## config.mk

```make
export PLATFORM = sky130hd
export DESIGN_NAME = jsb_host
export DESIGN_NICKNAME = d
export VERILOG_FILES = /design/src/rtl/jsb_pkg.sv /design/src/rtl/jsb_tck_gen.sv /design/src/rtl/jsb_step_seq.sv /design/src/rtl/jsb_host.sv
export SDC_FILE = /design/constraint.sdc
export NUM_CORES = 1
export LEC_CHECK = 0
export BUFFER_PORTS_ARGS = -buffer_cell sky130_fd_sc_hd__buf_2
export CAP_MARGIN = 40
export CORE_UTILIZATION = 55
export CTS_CLUSTER_DIAMETER = 200
export DETAILED_ROUTE_END_ITERATION = 16
export GPL_ROUTABILITY_DRIVEN = 0
export GPL_TIMING_DRIVEN = 1
export PLACE_DENSITY = 0.74
export SETUP_SLACK_MARGIN = 0.1
export SKIP_LAST_GASP = 1
export SYNTH_ARGS = -nofsm -noshare
export SYNTH_HDL_FRONTEND = slang
export SYNTH_SLANG_ARGS = --single-unit
```

## constraint.sdc

```tcl
create_clock -name clk -period 3.2 [get_ports clk]
set_input_delay 0.48 -clock clk [delete_from_list [all_inputs] [get_ports clk]]
set_output_delay 0.48 -clock clk [all_outputs]
set_load 0.05 [all_outputs]
```

## src/rtl/jsb_pkg.sv

```systemverilog
package jsb_pkg;
   localparam int LEN_FIELD_W = 32;

   typedef enum logic [3:0] {
      ST_IDLE, ST_NAV_IN, ST_PRE, ST_MARK, ST_LEN,
      ST_DATA, ST_TAIL, ST_NAV_OUT, ST_END
   } seq_st_e;

   typedef enum logic [1:0] {PH_IDLE, PH_LO, PH_HI} tck_ph_e;
endpackage

```

## src/rtl/jsb_tck_gen.sv

```systemverilog
module jsb_tck_gen import jsb_pkg::*; #(
   parameter int DIV_HALF = 2
) (
   input  logic clk,
   input  logic rst_n,
   input  logic go,
   input  logic busy,
   output logic tck,
   output logic slot,
   output logic rise
);
   localparam int CW = (DIV_HALF > 1) ? $clog2(DIV_HALF) : 1;

   tck_ph_e ph, ph_nxt;
   logic    cnt_zero;

   generate
      if (DIV_HALF < 1) begin : g_bad
         $error("DIV_HALF must be at least 1");
      end
      if (DIV_HALF == 1) begin : g_nodiv
         assign cnt_zero = 1'b1;
      end else begin : g_div
         logic [CW-1:0] cnt;
         always_ff @(posedge clk or negedge rst_n) begin
            if (!rst_n)                            cnt <= '0;
            else if (go || (ph == PH_LO && cnt_zero)) cnt <= CW'(DIV_HALF - 1);
            else if (cnt != '0)                    cnt <= cnt - 1'b1;
         end
         assign cnt_zero = (cnt == '0);
      end
   endgenerate

   assign slot = (ph == PH_IDLE) || (ph == PH_HI && cnt_zero);
   assign rise = (ph == PH_LO) && cnt_zero;

   always_comb begin
      ph_nxt = ph;
      if (go)                                   ph_nxt = PH_LO;
      else if (rise)                            ph_nxt = PH_HI;
      else if (ph == PH_HI && cnt_zero && !busy) ph_nxt = PH_IDLE;
   end

   always_ff @(posedge clk or negedge rst_n) begin
      if (!rst_n) begin
         ph  <= PH_IDLE;
         tck <= 1'b0;
      end else begin
         ph  <= ph_nxt;
         tck <= (ph_nxt == PH_HI);
      end
   end
endmodule

```

## src/rtl/jsb_step_seq.sv

```systemverilog
module jsb_step_seq import jsb_pkg::*; #(
   parameter int PRE_W  = 4,
   parameter int POST_W = 4
) (
   input  logic                   clk,
   input  logic                   rst_n,
   input  logic                   req_valid,
   output logic                   req_ready,
   input  logic [PRE_W-1:0]       req_pre,
   input  logic [POST_W-1:0]      req_post,
   input  logic [LEN_FIELD_W-1:0] req_len,
   input  logic                   slot,
   input  logic                   rx_stall,
   output logic                   go,
   output logic                   busy,
   input  logic                   tx_valid,
   output logic                   tx_ready,
   input  logic                   tx_bit,
   output logic                   tms,
   output logic                   tdi,
   output logic                   cap,
   output logic                   done
);
   localparam int SKIP_W = POST_W + 1;
   localparam int LB_W   = $clog2(LEN_FIELD_W);

   seq_st_e                st;
   logic [1:0]             nav;
   logic [PRE_W-1:0]       pcnt;
   logic [SKIP_W-1:0]      skip;
   logic [LB_W-1:0]        lbit;
   logic [LEN_FIELD_W-1:0] len_q, dleft, rrem;

   assign req_ready = (st == ST_IDLE);
   assign busy      = (st != ST_IDLE) && (st != ST_END);
   assign go        = slot && busy && !rx_stall && !(st == ST_DATA && !tx_valid);
   assign tx_ready  = go && (st == ST_DATA);

   always_ff @(posedge clk or negedge rst_n) begin
      if (!rst_n) begin
         st <= ST_IDLE; nav <= '0; pcnt <= '0; skip <= '0; lbit <= '0;
         len_q <= '0; dleft <= '0; rrem <= '0;
         tms <= 1'b0; tdi <= 1'b0; cap <= 1'b0; done <= 1'b0;
      end else begin
         done <= 1'b0;
         if (st == ST_IDLE && req_valid) begin
            st    <= ST_NAV_IN;
            nav   <= '0;
            pcnt  <= req_pre;
            skip  <= SKIP_W'(req_post) + 1'b1;
            len_q <= req_len;
            dleft <= req_len;
            rrem  <= req_len;
         end else if (st == ST_END && slot) begin
            done <= 1'b1;
            st   <= ST_IDLE;
         end
         if (go) begin
            tms <= 1'b0;
            tdi <= 1'b0;
            cap <= 1'b0;
            unique case (st)
               ST_NAV_IN: begin
                  tms <= (nav == 2'd0);
                  nav <= nav + 1'b1;
                  if (nav == 2'd2) st <= (pcnt == '0) ? ST_MARK : ST_PRE;
               end
               ST_PRE: begin
                  pcnt <= pcnt - 1'b1;
                  if (pcnt == PRE_W'(1)) st <= ST_MARK;
               end
               ST_MARK: begin
                  tdi  <= 1'b1;
                  lbit <= LB_W'(LEN_FIELD_W - 1);
                  st   <= ST_LEN;
               end
               ST_LEN: begin
                  tdi  <= len_q[lbit];
                  lbit <= lbit - 1'b1;
                  if (lbit == '0) st <= ST_DATA;
               end
               ST_DATA: begin
                  tdi <= tx_bit;
                  if (dleft == '0) st <= ST_TAIL;
                  else             dleft <= dleft - 1'b1;
               end
               ST_NAV_OUT: begin
                  tms <= (nav == 2'd0);
                  nav <= nav + 1'b1;
                  if (nav == 2'd1) st <= ST_END;
               end
               default: ;
            endcase
            // read-bit alignment runs across payload and tail bits
            if (st == ST_DATA || st == ST_TAIL) begin
               if (skip != '0) skip <= skip - 1'b1;
               else begin
                  cap  <= 1'b1;
                  rrem <= rrem - 1'b1;
                  if (rrem == '0) begin
                     tms <= 1'b1;
                     st  <= ST_NAV_OUT;
                     nav <= '0;
                  end
               end
            end
         end
      end
   end
endmodule

```

## src/rtl/jsb_host.sv

```systemverilog
module jsb_host import jsb_pkg::*; #(
   parameter int DIV_HALF = 2,
   parameter int PRE_W    = 4,
   parameter int POST_W   = 4
) (
   input  logic                   clk,
   input  logic                   rst_n,
   input  logic                   req_valid,
   output logic                   req_ready,
   input  logic [PRE_W-1:0]       req_pre,
   input  logic [POST_W-1:0]      req_post,
   input  logic [LEN_FIELD_W-1:0] req_len,
   input  logic                   tx_valid,
   output logic                   tx_ready,
   input  logic                   tx_bit,
   output logic                   rx_valid,
   input  logic                   rx_ready,
   output logic                   rx_bit,
   output logic                   tck,
   output logic                   tms,
   output logic                   tdi,
   input  logic                   tdo,
   output logic                   done
);
   logic go, busy, slot, rise, cap, rx_stall;

   assign rx_stall = rx_valid && !rx_ready;

   jsb_tck_gen #(.DIV_HALF(DIV_HALF)) u_tck (
      .clk(clk), .rst_n(rst_n), .go(go), .busy(busy),
      .tck(tck), .slot(slot), .rise(rise)
   );

   jsb_step_seq #(.PRE_W(PRE_W), .POST_W(POST_W)) u_seq (
      .clk(clk), .rst_n(rst_n),
      .req_valid(req_valid), .req_ready(req_ready),
      .req_pre(req_pre), .req_post(req_post), .req_len(req_len),
      .slot(slot), .rx_stall(rx_stall), .go(go), .busy(busy),
      .tx_valid(tx_valid), .tx_ready(tx_ready), .tx_bit(tx_bit),
      .tms(tms), .tdi(tdi), .cap(cap), .done(done)
   );

   always_ff @(posedge clk or negedge rst_n) begin
      if (!rst_n) begin
         rx_valid <= 1'b0;
         rx_bit   <= 1'b0;
      end else if (rise && cap) begin
         rx_valid <= 1'b1;
         rx_bit   <= tdo;
      end else if (rx_ready) begin
         rx_valid <= 1'b0;
      end
   end
endmodule

```

==> flow_metrics.env <==
export IMPL_run_status="complete, no violations"
export IMPL_nets=912
export IMPL_cts_root_buf="clkbuf_16"
export IMPL_synth_sequential_area_ratio=0.444
export IMPL_grt_use_total=0.314
export IMPL_ir_worst_vdd_mv=0.448
export IMPL_tns_ns=0
export IMPL_cts_buffers=17
export IMPL_avgViaCountPerCell=6.27
export IMPL_end_kind="flip-flop"
export IMPL_synth_edf_count=0
export IMPL_synth_cell_type_count=67
export IMPL_synth_top_cell_area_share=0.444
export IMPL_ant_nets=0
export IMPL_synth_compound_area_share=0.181
export IMPL_drive_above_1_share=0.168
export IMPL_syn_area_sq_mm=0.00710
export IMPL_hold_viol=0
export IMPL_p_switching_mw=0.777
export IMPL_p_seq_frac=0.431
export IMPL_slew_violations=0
export IMPL_area_delta_synth_final_pct=15.4
export IMPL_p_per_area_mw_per_mm2=451
export IMPL_synthArstFlopShare=1.00
export IMPL_ys_ff_latch=126
export IMPL_die_area_sq_mm=0.0134
export IMPL_slew_headroom=0.484
export IMPL_synth_fa_ha_area_frac=0.0247
export IMPL_hp_class="in -> async"
export IMPL_design_area_sq_mm=0.00819
export IMPL_yosys_warnings=0
export IMPL_num_rows=41
export IMPL_vias=6495
export IMPL_synth_top_family_by_area="simple AND/OR/NAND/NOR gates"
export IMPL_worst_pin_slew_ns=0.771
export IMPL_worstSetupPathType="reg -> reg"
export IMPL_hold_ws_ns=0.0924
export IMPL_grt_pass1_wl_mm=31.5
export IMPL_grt_pass1_vias=6196
export IMPL_rsz0062_at_grt="false"
export IMPL_cts_tree="yes"
export IMPL_drt_iter0_drc=735
export IMPL_grt_overflow=0
export IMPL_die_x_microns=116
export IMPL_yosysTopAreaCell="dfrtp_1"
export IMPL_clkPwrFrac=0.545
export IMPL_period_minus_slack_ns=2.82
export IMPL_n_fill_cell=1063
export IMPL_final_cell_mix="nand2_1, dfrtp_1, nor2_1, a21oi_1, buf_2"
export IMPL_cts_resized=0
export IMPL_avgSynthCellArea_sq_um=8.87
export IMPL_htree_levels=4
export IMPL_post_cts_buffers=0
export IMPL_pin_count=55
export IMPL_clk_pin_slew_ns=0.06
export IMPL_core_area_sq_mm=0.0126
export IMPL_p_sw_frac=0.210
export IMPL_post_route_period_util=0.882
export IMPL_synth_fp_nets=861
export IMPL_wl_per_cell_microns=18.8
export IMPL_cp_start_kind="flip-flop"
export IMPL_antennaDiodeCount=0
export IMPL_insertion_delay_ns=0.43
export IMPL_max_freq_mhz=354
export IMPL_cap_violations=0
export IMPL_synth_area_mux_share=0.0406
export IMPL_finalClockSkew_ns=0.00671
export IMPL_p_leak_nw=3.80
export IMPL_grt_max_degree=54
export IMPL_hold_buffers=0
export IMPL_mostFrequentLayoutCell="nand2_1"
export IMPL_internal_power_mw=2.92
export IMPL_wirelength_mm=19.5
export IMPL_netlist_instances=800
export IMPL_start_util=0.562
export IMPL_totalPowerFinal_mw=3.70
export IMPL_finalSetupViolCount=0
export IMPL_dieHeight_microns=116
export IMPL_synth_simple_area_share=0.268
export IMPL_synthXorXnorAreaFrac=0.00494
export IMPL_dr_pass1_iters=5
export IMPL_comb_power_share=0.024
export IMPL_drc=0
export IMPL_placed_cell_area_sq_mm=0.00757
export IMPL_clock_sinks=126
export IMPL_synth_ff_type="dfrtp_1"
export IMPL_synth_area_leaders="dfrtp_1, nand2_1, nor2_1"
export IMPL_arrival_ns=3.11
export IMPL_dpl_hpwl_mm=14.0
export IMPL_cts_path_max_buffers=2
export IMPL_worstPathRequired_ns=3.49
export IMPL_path_max_fanout=18
export IMPL_antenna_found_initial=0
export IMPL_io_buffers=54
[area by class of cell]
cell class | instances | area, sq um | share of cell area
Multi-Input combinational cell | 610 | 3690 | 0.451
Sequential cell | 126 | 3150 | 0.385
Clock buffer | 21 | 480 | 0.0586
Timing Repair Buffer | 73 | 428 | 0.0522
Tap cell | 172 | 215 | 0.0263
Clock inverter | 11 | 138 | 0.0168
Inverter | 23 | 86.3 | 0.0105
[cells by family (layout without fill, tap and decap cells)]
kind of cell	count (synthesis)	in the layout
compound gates	190	190
xor+xnor	4	4
buf+inv	64	128
mux	17	17
fa+ha+maj	14	14
simple gates	385	385
flops	126	126
[per-layer routing]
| layer | up-vias | global-route usage | share of wire | routed length, microns |
|---|---|---|---|---|
| met1 | 3147 | 0.426 | 0.44 | 8590 |
| met5 | - | 0 | 0 | 0 |
| li1 | 3020 | - | - | - |
| met2 | 272 | 0.477 | 0.46 | 8910 |
| met4 | 0 | 0.145 | 0.032 | 623 |
| met3 | 56 | 0.0764 | 0.071 | 1380 |
[critical path: stages (launching register included)]
cell and delay (ns):
dfrtp_1 0.41, nor4_1 0.49, nand3_1 0.33, o31ai_4 0.68, nand2_2 0.43, a21oi_1 0.27, a311oi_1 0.07
[per-stage QoR]
step,setup WS (ns),std cells,util
final,0.379,1036,0.649
after global routing,0.101,1036,0.649
after CTS,0.424,1036,0.649
after detailed placement,0.442,1004,0.600
after global placement,0.521,1004,0.600
after floorplan,0.472,800,-
[synth_stat cells (3+ instances only)]
cell,number
nand2_1,138
or4_1,9
or3b_2,3
o22ai_1,6
xor2_1,3
clkbuf_1,20
a21o_1,4
dfrtp_1,126
buf_1,4
or3_1,12
a21oi_1,56
o31a_1,3
mux2i_1,4
nor2b_1,4
nor3_1,39
nor4_1,15
buf_2,17
a211o_1,6
a311oi_1,21
nor4b_1,7
nor2_1,86
mux4_2,9
a31oi_1,8
a211oi_1,19
nand4_1,7
nand3_1,15
o211ai_1,4
nand2b_1,13
o21a_1,4
o31ai_1,7
or2_2,5
o21ai_0,34
mux2_2,4
a41oi_1,3
and3_1,7
ha_1,14
inv_1,23
and2_1,5
[state kept, by name, indices dropped and copies added, names as in the netlist]
name / count
u_seq.dleft: 32
u_seq.rrem: 32
u_seq.done: 1
u_seq.cap: 1
u_seq.tdi: 1
rx_bit: 1
u_tck.tck: 1
u_seq.skip: 5
u_seq.tms: 1
u_seq.len_q: 32
rx_valid: 1
u_tck.g_div.cnt: 1
u_seq.pcnt: 4
u_seq.st: 4
u_tck.ph: 2
u_seq.lbit: 5
u_seq.nav: 2
[power groups by stage]
stage / combinational [mW] / clock (mW) / sequential [mW]
global route: 0.0997 / 2.10 / 1.59
finish: 0.0889 / 2.01 / 1.60
global placement: 0.0890 / 0 / 1.62
floorplan: 0.00820 / 0 / 1.63
detailed placement: 0.0906 / 0 / 1.62
CTS: 0.0913 / 2.03 / 1.60
[final timing paths]
check / to / depth (start not counted) / slack (ns) / from
min reg2reg: u_seq.len_q[7] / 2 / 0.47 / u_seq.len_q[7]
max: u_seq.dleft[6] / 6 / 0.38 / u_seq.dleft[11]
min in group clk: u_seq.len_q[20] / 3 / 0.26 / req_len[20]
max reg2reg: u_seq.dleft[6] / 6 / 0.38 / u_seq.dleft[11]
min: rx_valid / 1 / 0.09 / rst_n
max in group asynchronous: u_seq.lbit[4] / 2 / 2.32 / rst_n
Note: power is estimated with default switching activity, not from simulation.
